--- src/rtl/dual_alu_pkg.sv ---
// Shared opcode encoding for the two-issue cascaded ALU.
package dual_alu_pkg;
    typedef enum logic [2:0] {
        OP_ADD  = 3'd0,
        OP_SUB  = 3'd1,
        OP_AND  = 3'd2,
        OP_OR   = 3'd3,
        OP_XOR  = 3'd4,
        OP_SHL  = 3'd5,
        OP_SHR  = 3'd6,
        OP_PASS = 3'd7
    } alu_op_t;
endpackage

--- src/rtl/cascade_alu_core.sv ---
// Combinational integer ALU used for both first-stage slots and the cascade stage.
// Assumes: W is a power of two; shifts take the low log2(W) bits of b.
module cascade_alu_core
    import dual_alu_pkg::*;
#(
    parameter int W = 32
) (
    input  alu_op_t      op,
    input  logic [W-1:0] a,
    input  logic [W-1:0] b,
    output logic [W-1:0] y
);
    localparam int SHW = $clog2(W);

    logic [SHW-1:0] shamt;
    assign shamt = b[SHW-1:0];

    // Select the result of the requested operation.
    always_comb begin
        case (op)
            OP_ADD:  y = a + b;
            OP_SUB:  y = a - b;
            OP_AND:  y = a & b;
            OP_OR:   y = a | b;
            OP_XOR:  y = a ^ b;
            OP_SHL:  y = a << shamt;
            OP_SHR:  y = a >> shamt;
            default: y = b;
        endcase
    end
endmodule

--- src/rtl/pair_dep_detect.sv ---
// Detects that the slot 1 operation reads the register written by slot 0.
// Assumes: both slots must be valid for a dependence to exist.
module pair_dep_detect #(
    parameter int RW = 5
) (
    input  logic          v0,
    input  logic          v1,
    input  logic [RW-1:0] dst0,
    input  logic [RW-1:0] src1_a,
    input  logic [RW-1:0] src1_b,
    output logic          fwd_a,
    output logic          fwd_b
);
    logic both_valid;

    // Compare each slot 1 source with the slot 0 destination.
    always_comb begin
        both_valid = v0 && v1;
        fwd_a      = both_valid && (dst0 == src1_a);
        fwd_b      = both_valid && (dst0 == src1_b);
    end
endmodule

--- src/rtl/dual_cascade_alu.sv ---
// Two-issue, two-stage integer unit. Stage 1 holds one ALU per slot. Stage 2
// holds a cascade ALU that finishes a slot 1 operation depending on slot 0.
// Assumes: operands are supplied from outside; stall freezes both stages and
// the inputs are not taken while stall is high.
module dual_cascade_alu
    import dual_alu_pkg::*;
#(
    parameter int DATA_W = 32,
    parameter int REG_W  = 5
) (
    input  logic              clk,
    input  logic              rst_n,
    input  logic              stall,
    input  logic              in0_valid,
    input  logic [2:0]        in0_op,
    input  logic [DATA_W-1:0] in0_a,
    input  logic [DATA_W-1:0] in0_b,
    input  logic [REG_W-1:0]  in0_dst,
    input  logic              in1_valid,
    input  logic [2:0]        in1_op,
    input  logic [DATA_W-1:0] in1_a,
    input  logic [DATA_W-1:0] in1_b,
    input  logic [REG_W-1:0]  in1_src_a,
    input  logic [REG_W-1:0]  in1_src_b,
    input  logic [REG_W-1:0]  in1_dst,
    output logic              out0_valid,
    output logic [REG_W-1:0]  out0_dst,
    output logic [DATA_W-1:0] out0_data,
    output logic              out1_valid,
    output logic [REG_W-1:0]  out1_dst,
    output logic [DATA_W-1:0] out1_data
);
    localparam int SLOTS = 2;

    // Slot-indexed views of the inputs.
    alu_op_t           op_in [SLOTS];
    logic [DATA_W-1:0] a_in  [SLOTS];
    logic [DATA_W-1:0] b_in  [SLOTS];
    logic [DATA_W-1:0] s1_y  [SLOTS];

    // Gather the two issue slots into arrays.
    always_comb begin
        op_in[0] = alu_op_t'(in0_op);
        op_in[1] = alu_op_t'(in1_op);
        a_in[0]  = in0_a;
        a_in[1]  = in1_a;
        b_in[0]  = in0_b;
        b_in[1]  = in1_b;
    end

    // First-stage ALUs, one for each slot.
    for (genvar s = 0; s < SLOTS; s++) begin : g_stage1_alu
        cascade_alu_core #(.W(DATA_W)) u_alu (
            .op (op_in[s]),
            .a  (a_in[s]),
            .b  (b_in[s]),
            .y  (s1_y[s])
        );
    end

    logic dep_a, dep_b;
    pair_dep_detect #(.RW(REG_W)) u_dep (
        .v0     (in0_valid),
        .v1     (in1_valid),
        .dst0   (in0_dst),
        .src1_a (in1_src_a),
        .src1_b (in1_src_b),
        .fwd_a  (dep_a),
        .fwd_b  (dep_b)
    );

    // Stage 1 pipeline register.
    logic              s1_v0, s1_v1, s1_fa, s1_fb;
    logic [REG_W-1:0]  s1_d0, s1_d1;
    logic [DATA_W-1:0] s1_r0, s1_r1, s1_a1, s1_b1;
    alu_op_t           s1_op1;

    // Capture the stage-1 results and the slot 1 operands when not stalled.
    always_ff @(posedge clk) begin
        if (!rst_n) begin
            s1_v0  <= 1'b0;
            s1_v1  <= 1'b0;
            s1_fa  <= 1'b0;
            s1_fb  <= 1'b0;
            s1_d0  <= '0;
            s1_d1  <= '0;
            s1_r0  <= '0;
            s1_r1  <= '0;
            s1_a1  <= '0;
            s1_b1  <= '0;
            s1_op1 <= OP_ADD;
        end else if (!stall) begin
            s1_v0  <= in0_valid;
            s1_v1  <= in1_valid;
            s1_fa  <= dep_a;
            s1_fb  <= dep_b;
            s1_d0  <= in0_dst;
            s1_d1  <= in1_dst;
            s1_r0  <= s1_y[0];
            s1_r1  <= s1_y[1];
            s1_a1  <= in1_a;
            s1_b1  <= in1_b;
            s1_op1 <= op_in[1];
        end
    end

    // Cascade ALU: finishes the dependent slot 1 operation using the slot 0 result.
    logic [DATA_W-1:0] cas_a, cas_b, cas_y, slot1_final;
    always_comb begin
        cas_a = s1_fa ? s1_r0 : s1_a1;
        cas_b = s1_fb ? s1_r0 : s1_b1;
    end

    cascade_alu_core #(.W(DATA_W)) u_cascade (
        .op (s1_op1),
        .a  (cas_a),
        .b  (cas_b),
        .y  (cas_y)
    );

    // Choose the cascade result for a dependent pair, else the stage-1 result.
    assign slot1_final = (s1_fa || s1_fb) ? cas_y : s1_r1;

    // Stage 2 output register.
    always_ff @(posedge clk) begin
        if (!rst_n) begin
            out0_valid <= 1'b0;
            out1_valid <= 1'b0;
            out0_dst   <= '0;
            out1_dst   <= '0;
            out0_data  <= '0;
            out1_data  <= '0;
        end else if (!stall) begin
            out0_valid <= s1_v0;
            out1_valid <= s1_v1;
            out0_dst   <= s1_d0;
            out1_dst   <= s1_d1;
            out0_data  <= s1_r0;
            out1_data  <= slot1_final;
        end
    end


    stall_hold_chk: assert property (@(posedge clk) disable iff (!rst_n)
        stall |=> $stable({out0_valid, out1_valid, out0_dst, out1_dst, out0_data, out1_data}));


    idle_slot0_chk: assert property (@(posedge clk) disable iff (!rst_n)
        (!stall && !in0_valid) |=> !s1_v0);


    idle_out1_chk: assert property (@(posedge clk) disable iff (!rst_n)
        (!stall && !s1_v1) |=> !out1_valid);


    cascade_src_chk: assert property (@(posedge clk) disable iff (!rst_n)
        (s1_fa || s1_fb) |-> (s1_v0 && s1_v1));


    pass_through_chk: assert property (@(posedge clk) disable iff (!rst_n)
        (!stall && s1_v0) |=> (out0_valid && out0_data == $past(s1_r0)));
endmodule

--- config.mk ---
export PLATFORM = sky130hd
export DESIGN_NAME = dual_cascade_alu
export DESIGN_NICKNAME = d
export VERILOG_FILES = /design/src/rtl/dual_alu_pkg.sv /design/src/rtl/cascade_alu_core.sv /design/src/rtl/pair_dep_detect.sv /design/src/rtl/dual_cascade_alu.sv
export SDC_FILE = /design/constraint.sdc
export NUM_CORES = 2
export LEC_CHECK = 0
export BUFFER_PORTS_ARGS = -buffer_cell sky130_fd_sc_hd__buf_2
export CAP_MARGIN = 20
export CORE_ASPECT_RATIO = 1.2
export CORE_MARGIN = 4
export CORE_UTILIZATION = 41
export CTS_CLUSTER_SIZE = 14
export DETAILED_ROUTE_END_ITERATION = 7
export SETUP_SLACK_MARGIN = 0.4
export SLEW_MARGIN = 20
export SYNTH_ARGS = -nofsm -noshare
export SYNTH_HDL_FRONTEND = slang
export SYNTH_SLANG_ARGS = --single-unit
--- constraint.sdc ---
create_clock -name clk -period 10.8 [get_ports clk]
set_clock_uncertainty 0.1 [all_clocks]
set_input_delay 0.54 -clock clk [delete_from_list [all_inputs] [get_ports clk]]
set_output_delay 0.54 -clock clk [all_outputs]
set_load 0.02 [all_outputs]
Word-level counts from Yosys, hierarchy flattened
Cells that the tools add are included.

storage, ports and cells
  register bits after elaboration = 221
  bits of input ports = 159

cells by class
  add/sub/neg operators = 6
  equal/unequal tests = 20
  shift operators = 6
  multiplexer cells = 6
  bitwise gates (word level) = 9
  reduce and logical (&&, ||, !) cells = 7

operators by type and width
  kind                count
  $pmux 32 s7         3
  $add 32x32->32      3
  $and 32x32->32      3
  $mux 32             3
  $or 32x32->32       3
  $shl 32x5->32       3
  $shr 32x5->32       3
  $sub 32x32->32      3
  $xor 32x32->32      3
  $eq 3x3->1 const B  9
  $eq 3x2->1 const B  6
  $eq 5x5->1          2
  $eq 3x1->1 const B  3
  $logic_not 3->1     3
  $logic_and 1x1->1   3
  $logic_or 1x1->1    1

Longest topological paths before layout
  depth in word-level cells = 4
  depth in mapped cells = 25
  gate-level depth less buffers = 20

Hierarchy
Synthesis repeated with hierarchy kept, for this count alone.

unflattened totals
  cells, all modules = 4288
  area, all modules = 33649.8 um2

modules (own cells, without submodules)
  module                                     instances  cells an instance  area each (um2)  seq. area each (um2)
  dual_cascade_alu                           1          865                9726.8           4424.2
  cascade_alu_core at u_cascade              1          1118               7966.4           0.0
  cascade_alu_core at g_stage1_alu[1].u_alu  1          1099               7940.1           0.0
  cascade_alu_core at g_stage1_alu[0].u_alu  1          1191               7897.6           0.0
  pair_dep_detect                            1          15                 118.9            0.0

Least setup slack after synthesis
No wires, ideal clock.

  path type = flip-flop to flip-flop
  from = reg s1_fb
  to = reg out1_data[30]
  arrival = 4684 ps
  required time = 10580 ps
  setup slack = 5896 ps
  cell stages (with the launch flop) = 23
  buffers on the path = 6
  cell sequence = dfxtp_1 buf_6 buf_6 mux2i_4 buf_2 buf_2 buf_4 ha_1 nand3_1 nor2_1 nand3_1 nor3_1 a21oi_1 xnor2_1 ha_1 clkbuf_1 a21o_1 a21o_1 nor4_1 nor2_1 a221oi_1 nor4_1 a211o_1

between the ends
  word-level cells in the longest chain between the ends = 4
  elaborated cells on any way between the ends = 11
  classes of those cells = 2 x add/sub; 2 x shift; 3 x mux; 3 x bitwise; 1 x reduce/logical

ends and longest elaborated chain
  item                                          RTL line                 source
  start, declared                               dual_cascade_alu.sv:73   logic s1_v0, s1_v1, s1_fa, s1_fb;
  start signal, assigned                        dual_cascade_alu.sv:96   s1_fb <= dep_b;
  $mux 32                                       dual_cascade_alu.sv:111  cas_b = s1_fb ? s1_r0 : s1_b1;
  $sub 32x32->32, or another cell as far along  cascade_alu_core.sv:22   OP_SUB: y = a - b;
  $pmux 32 s7                                   cascade_alu_core.sv:20   case (op)
  $mux 32 (*)                                   dual_cascade_alu.sv:122  assign slot1_final = (s1_fa || s1_fb) ? cas_y : s1_r1;
  end signal, assigned                          dual_cascade_alu.sv:139  out1_data <= slot1_final;
  end, declared                                 dual_cascade_alu.sv:31   output logic [DATA_W-1:0] out1_data

Every way passes the cells marked *; elsewhere a longest branch is shown, timed or not.
A chain may end at the register's enable or synchronous reset.

Worst setup path in the final report
Same ends and word-level chain as after synthesis.

==> impl_results.md <==
- Outcome: finished, final reports clean
- Postcts setup bufs: 0
- P_sw: 1.51 mW
- Clk slew on worst S/H paths: 0.07 ns
- Initial core utilization: 0.414
- Tcrit/Tclk final: 0.593
- Cell Area, Placed: between 30000 and 40000 um2
- M2 GR Usage: 0.559
- Fmax: 156 MHz
- Post-Synth Adder-Cell Area: 0.119
- Grt met1 use: 0.467
- Met3 Resource Use GR: 0.0622
- Combinational share of power: 0.485
- N_diodes: 0
- CTS buffer count: 23
- Hold Slack: 0.146 ns
- # resized after CTS: 0
- Switching Fraction: 0.442
- Drt pass-1 iters: 8
- Final Max Tran Viols: 0
- Slew @ Worst Pin: 1.07 ns
- Root Buffer: clkbuf_16
- Die X: 260 um
- I/O pin cnt: around 240
- Core Area: approximately 75000 um2
- IO buf count: 234
- Setup TNS: 0 ns
- Peak supply drop: 0.0746 mV
- Most used flip-flop cell after synthesis: dfxtp_1
- Tmin final: 6.40 ns
- Sequential share of power: 0.276
- Mapped Area: around 31000 um2
- Layout net count: 4588
- Largest net degree at the start of global routing: 140
- Non-filler cells, final: 5158
- Die span in y: 310 um
- FF+latch count, synth: between 200 and 250
- CTS sink cnt: 221
- TritonCTS clock tree: built
- Area growth syn-to-layout: 8.53%
- Via count: 34100
- Cts hold-fix bufs: 0
- Final core occ: 0.450
- WL final: ~150 mm
- Antenna violations before repair: 3
- Global route overflow: 0
- Fillcell total: 7834
- Max Buffers Root-to-Sink: 3
- Remaining DRCs: 0
- Min-delay worst type: input port to flop
- Total GRT Usage: 0.357
- Number of synthesized flops with an enable pin: 0
- Number of vias per cell: 6.60
- Worst-Skew Late Latency: around 0.54 ns
- Synth cell types: 90
- Ys async rst share: 0
- Post-Synth Simple-Gate Area: 0.152
- Antenna-violating nets left: 0
- Die area: 80400 um2
- Post-Synth XOR/XNOR Area: 0.0470
- H-tree depth: 1
- Number of global-route vias before repair: ~32000
- Design Power: 3.42 mW
- Data required, critical path: ~11 ns
- P_leak: 14.9 nW
- Critical path arrival: roughly 6.7 ns
- Placer Congestion: between 1 and 1.5
- CP max FO: 60
- Sequential share of the synthesized area: 0.142
- Clk pwr share: 0.239
- Mux contribution to synthesized area: 0.208
- Post-DR wirelength/cell: ~29 um
- Max cap viols: 0
- First-pass GRT wire length: 219 mm
- Main combinational cell family by area after synthesis: compound AO/OA/AOI/OAI gates
- Relative slew margins: 0.281
- Final hold viol count: 0
- Cells after DPL: about 5100
- GRT Max-Usage Layer: met2
- Syn Nets: 4542
- Mapped Cells: 4089
- Synth warnings: 0
- Kind of critical path: flop to flop
- Crit end category: flop
- Pwr Density: 101 nW/um2
- Pint: 1.91 mW
- RSZ-0062 raised after global routing: no
- Row count: 110
- Setup violators final: 0
- Worst slack, placed: 4.58 ns
- Compound-gate portion of the synthesized area: 0.263
- Initial DRC count: 4391
- Post-detail-place hpwl: 115 mm
- Startpoint types: flop
- Avg Cell Area, Syn: 7.62 um2
- Final instance area: 33800 um2
- Layout cells sized above 1: 0.133
- Fin worst setup slack: 4.40 ns
final timing paths:
check,end,slack [ns],startpoint,cells past startpoint
setup / recovery,out1_data[30],4.40,s1_fb,18
hold / removal,s1_d1[1],0.15,in1_dst[1],3
setup reg to reg,out1_data[30],4.40,s1_fb,18
hold reg to reg,out1_data[6],0.37,out1_data[6],2
synthesized netlist by cell type (all sizes together), types with 85 or more instances:
library cell	number	area, um2
nor2	439	1650
a21oi	421	2110
mux2i	392	3980
nand2	324	1220
ha	291	3640
o21ai	231	1170
inv	229	862
dfxtp	221	4420
clkbuf	184	731
xnor2	126	1100
buf	116	567
mux4	85	1910
state kept, by name (all words and copies together), names as in the netlist:
| name | cells |
|---|---|
| s1_v0 | 1 |
| s1_a1 | 32 |
| s1_op1 | 3 |
| s1_fa | 1 |
| out1_dst | 5 |
| s1_fb | 1 |
| out1_valid | 1 |
| out1_data | 32 |
| s1_d0 | 5 |
| s1_b1 | 32 |
| out0_valid | 1 |
| s1_r1 | 32 |
| out0_dst | 5 |
| s1_r0 | 32 |
| out0_data | 32 |
| s1_d1 | 5 |
| s1_v1 | 1 |
layout by cell type, fill, tap and decap left out, drive strengths merged, types with 15 or more instances in the layout:
cell | netlist | routed
xor2 | 41 | 41
o21a | 20 | 20
nor2 | 439 | 439
nor3 | 84 | 84
o221ai | 16 | 16
a221o | 23 | 23
mux2 | 51 | 51
inv | 229 | 230
a22oi | 38 | 38
mux2i | 392 | 392
a221oi | 72 | 72
clkbuf | 184 | 30
a31oi | 46 | 46
a21o | 51 | 51
o21ai | 231 | 231
buf | 116 | 321
o2111ai | 17 | 17
nand2b | 15 | 15
a21oi | 421 | 421
nand4 | 18 | 18
ha | 291 | 291
nand2 | 324 | 324
o22ai | 48 | 48
or3 | 16 | 16
and3 | 40 | 40
o31ai | 22 | 22
nand3 | 75 | 75
mux4 | 85 | 85
o211ai | 45 | 45
dfxtp | 221 | 221
xnor2 | 126 | 126
a222oi | 15 | 15
a211oi | 61 | 61
a311oi | 23 | 23
a211o | 15 | 15
nor4 | 19 | 19
power groups by stage:
stage / combinational [mW] / clock [mW] / sequential, mW
after floorplan: 1.05 / 0 / 0.933
after global placement: 1.60 / 0 / 0.961
after detailed placement: 1.60 / 0 / 0.961
after CTS: 1.61 / 0.828 / 0.943
after global routing: 1.77 / 0.859 / 0.947
final: 1.66 / 0.817 / 0.946
kinds of logic after synthesis:
family	count (synthesis)
flops	221
xor+xnor	167
buf+inv	533
mux	528
simple gates	1082
compound gates	1264
fa+ha+maj	294
critical path, stage by stage, from the launching register on:
cell	delay, ns
dfxtp_2	0.31
buf_4	0.61
mux2i_4	0.33
buf_4	0.69
ha_1	0.32
nand3_1	0.16
nor2_1	0.35
nand3_1	0.21
nor3_1	0.47
a21oi_1	0.16
xnor2_1	0.17
ha_1	0.40
a21o_1	0.19
a21o_1	0.18
nor4_1	0.66
nor2_1	0.23
a221oi_1	0.36
nor4_1	0.08
a211o_1	0.28
layer usage:
metal | vias up | wire length, um
met5 | - | 26
met4 | 4 | 10400
met3 | 459 | 13800
met2 | 1909 | 66900
met1 | 16400 | 60700
li1 | 15200 | -
final cells by class:
cell class,count,area [um2],area share
clock inverters,10,120,0.00355
well taps,1008,1260,0.0373
flip-flops and latches,221,4430,0.131
clock buffers,30,632,0.0187
repair buffers,321,1850,0.0548
multi-input cells,3335,24600,0.729
inverters,233,882,0.0261
No activity file was read; power rests on OpenSTA's default activity.
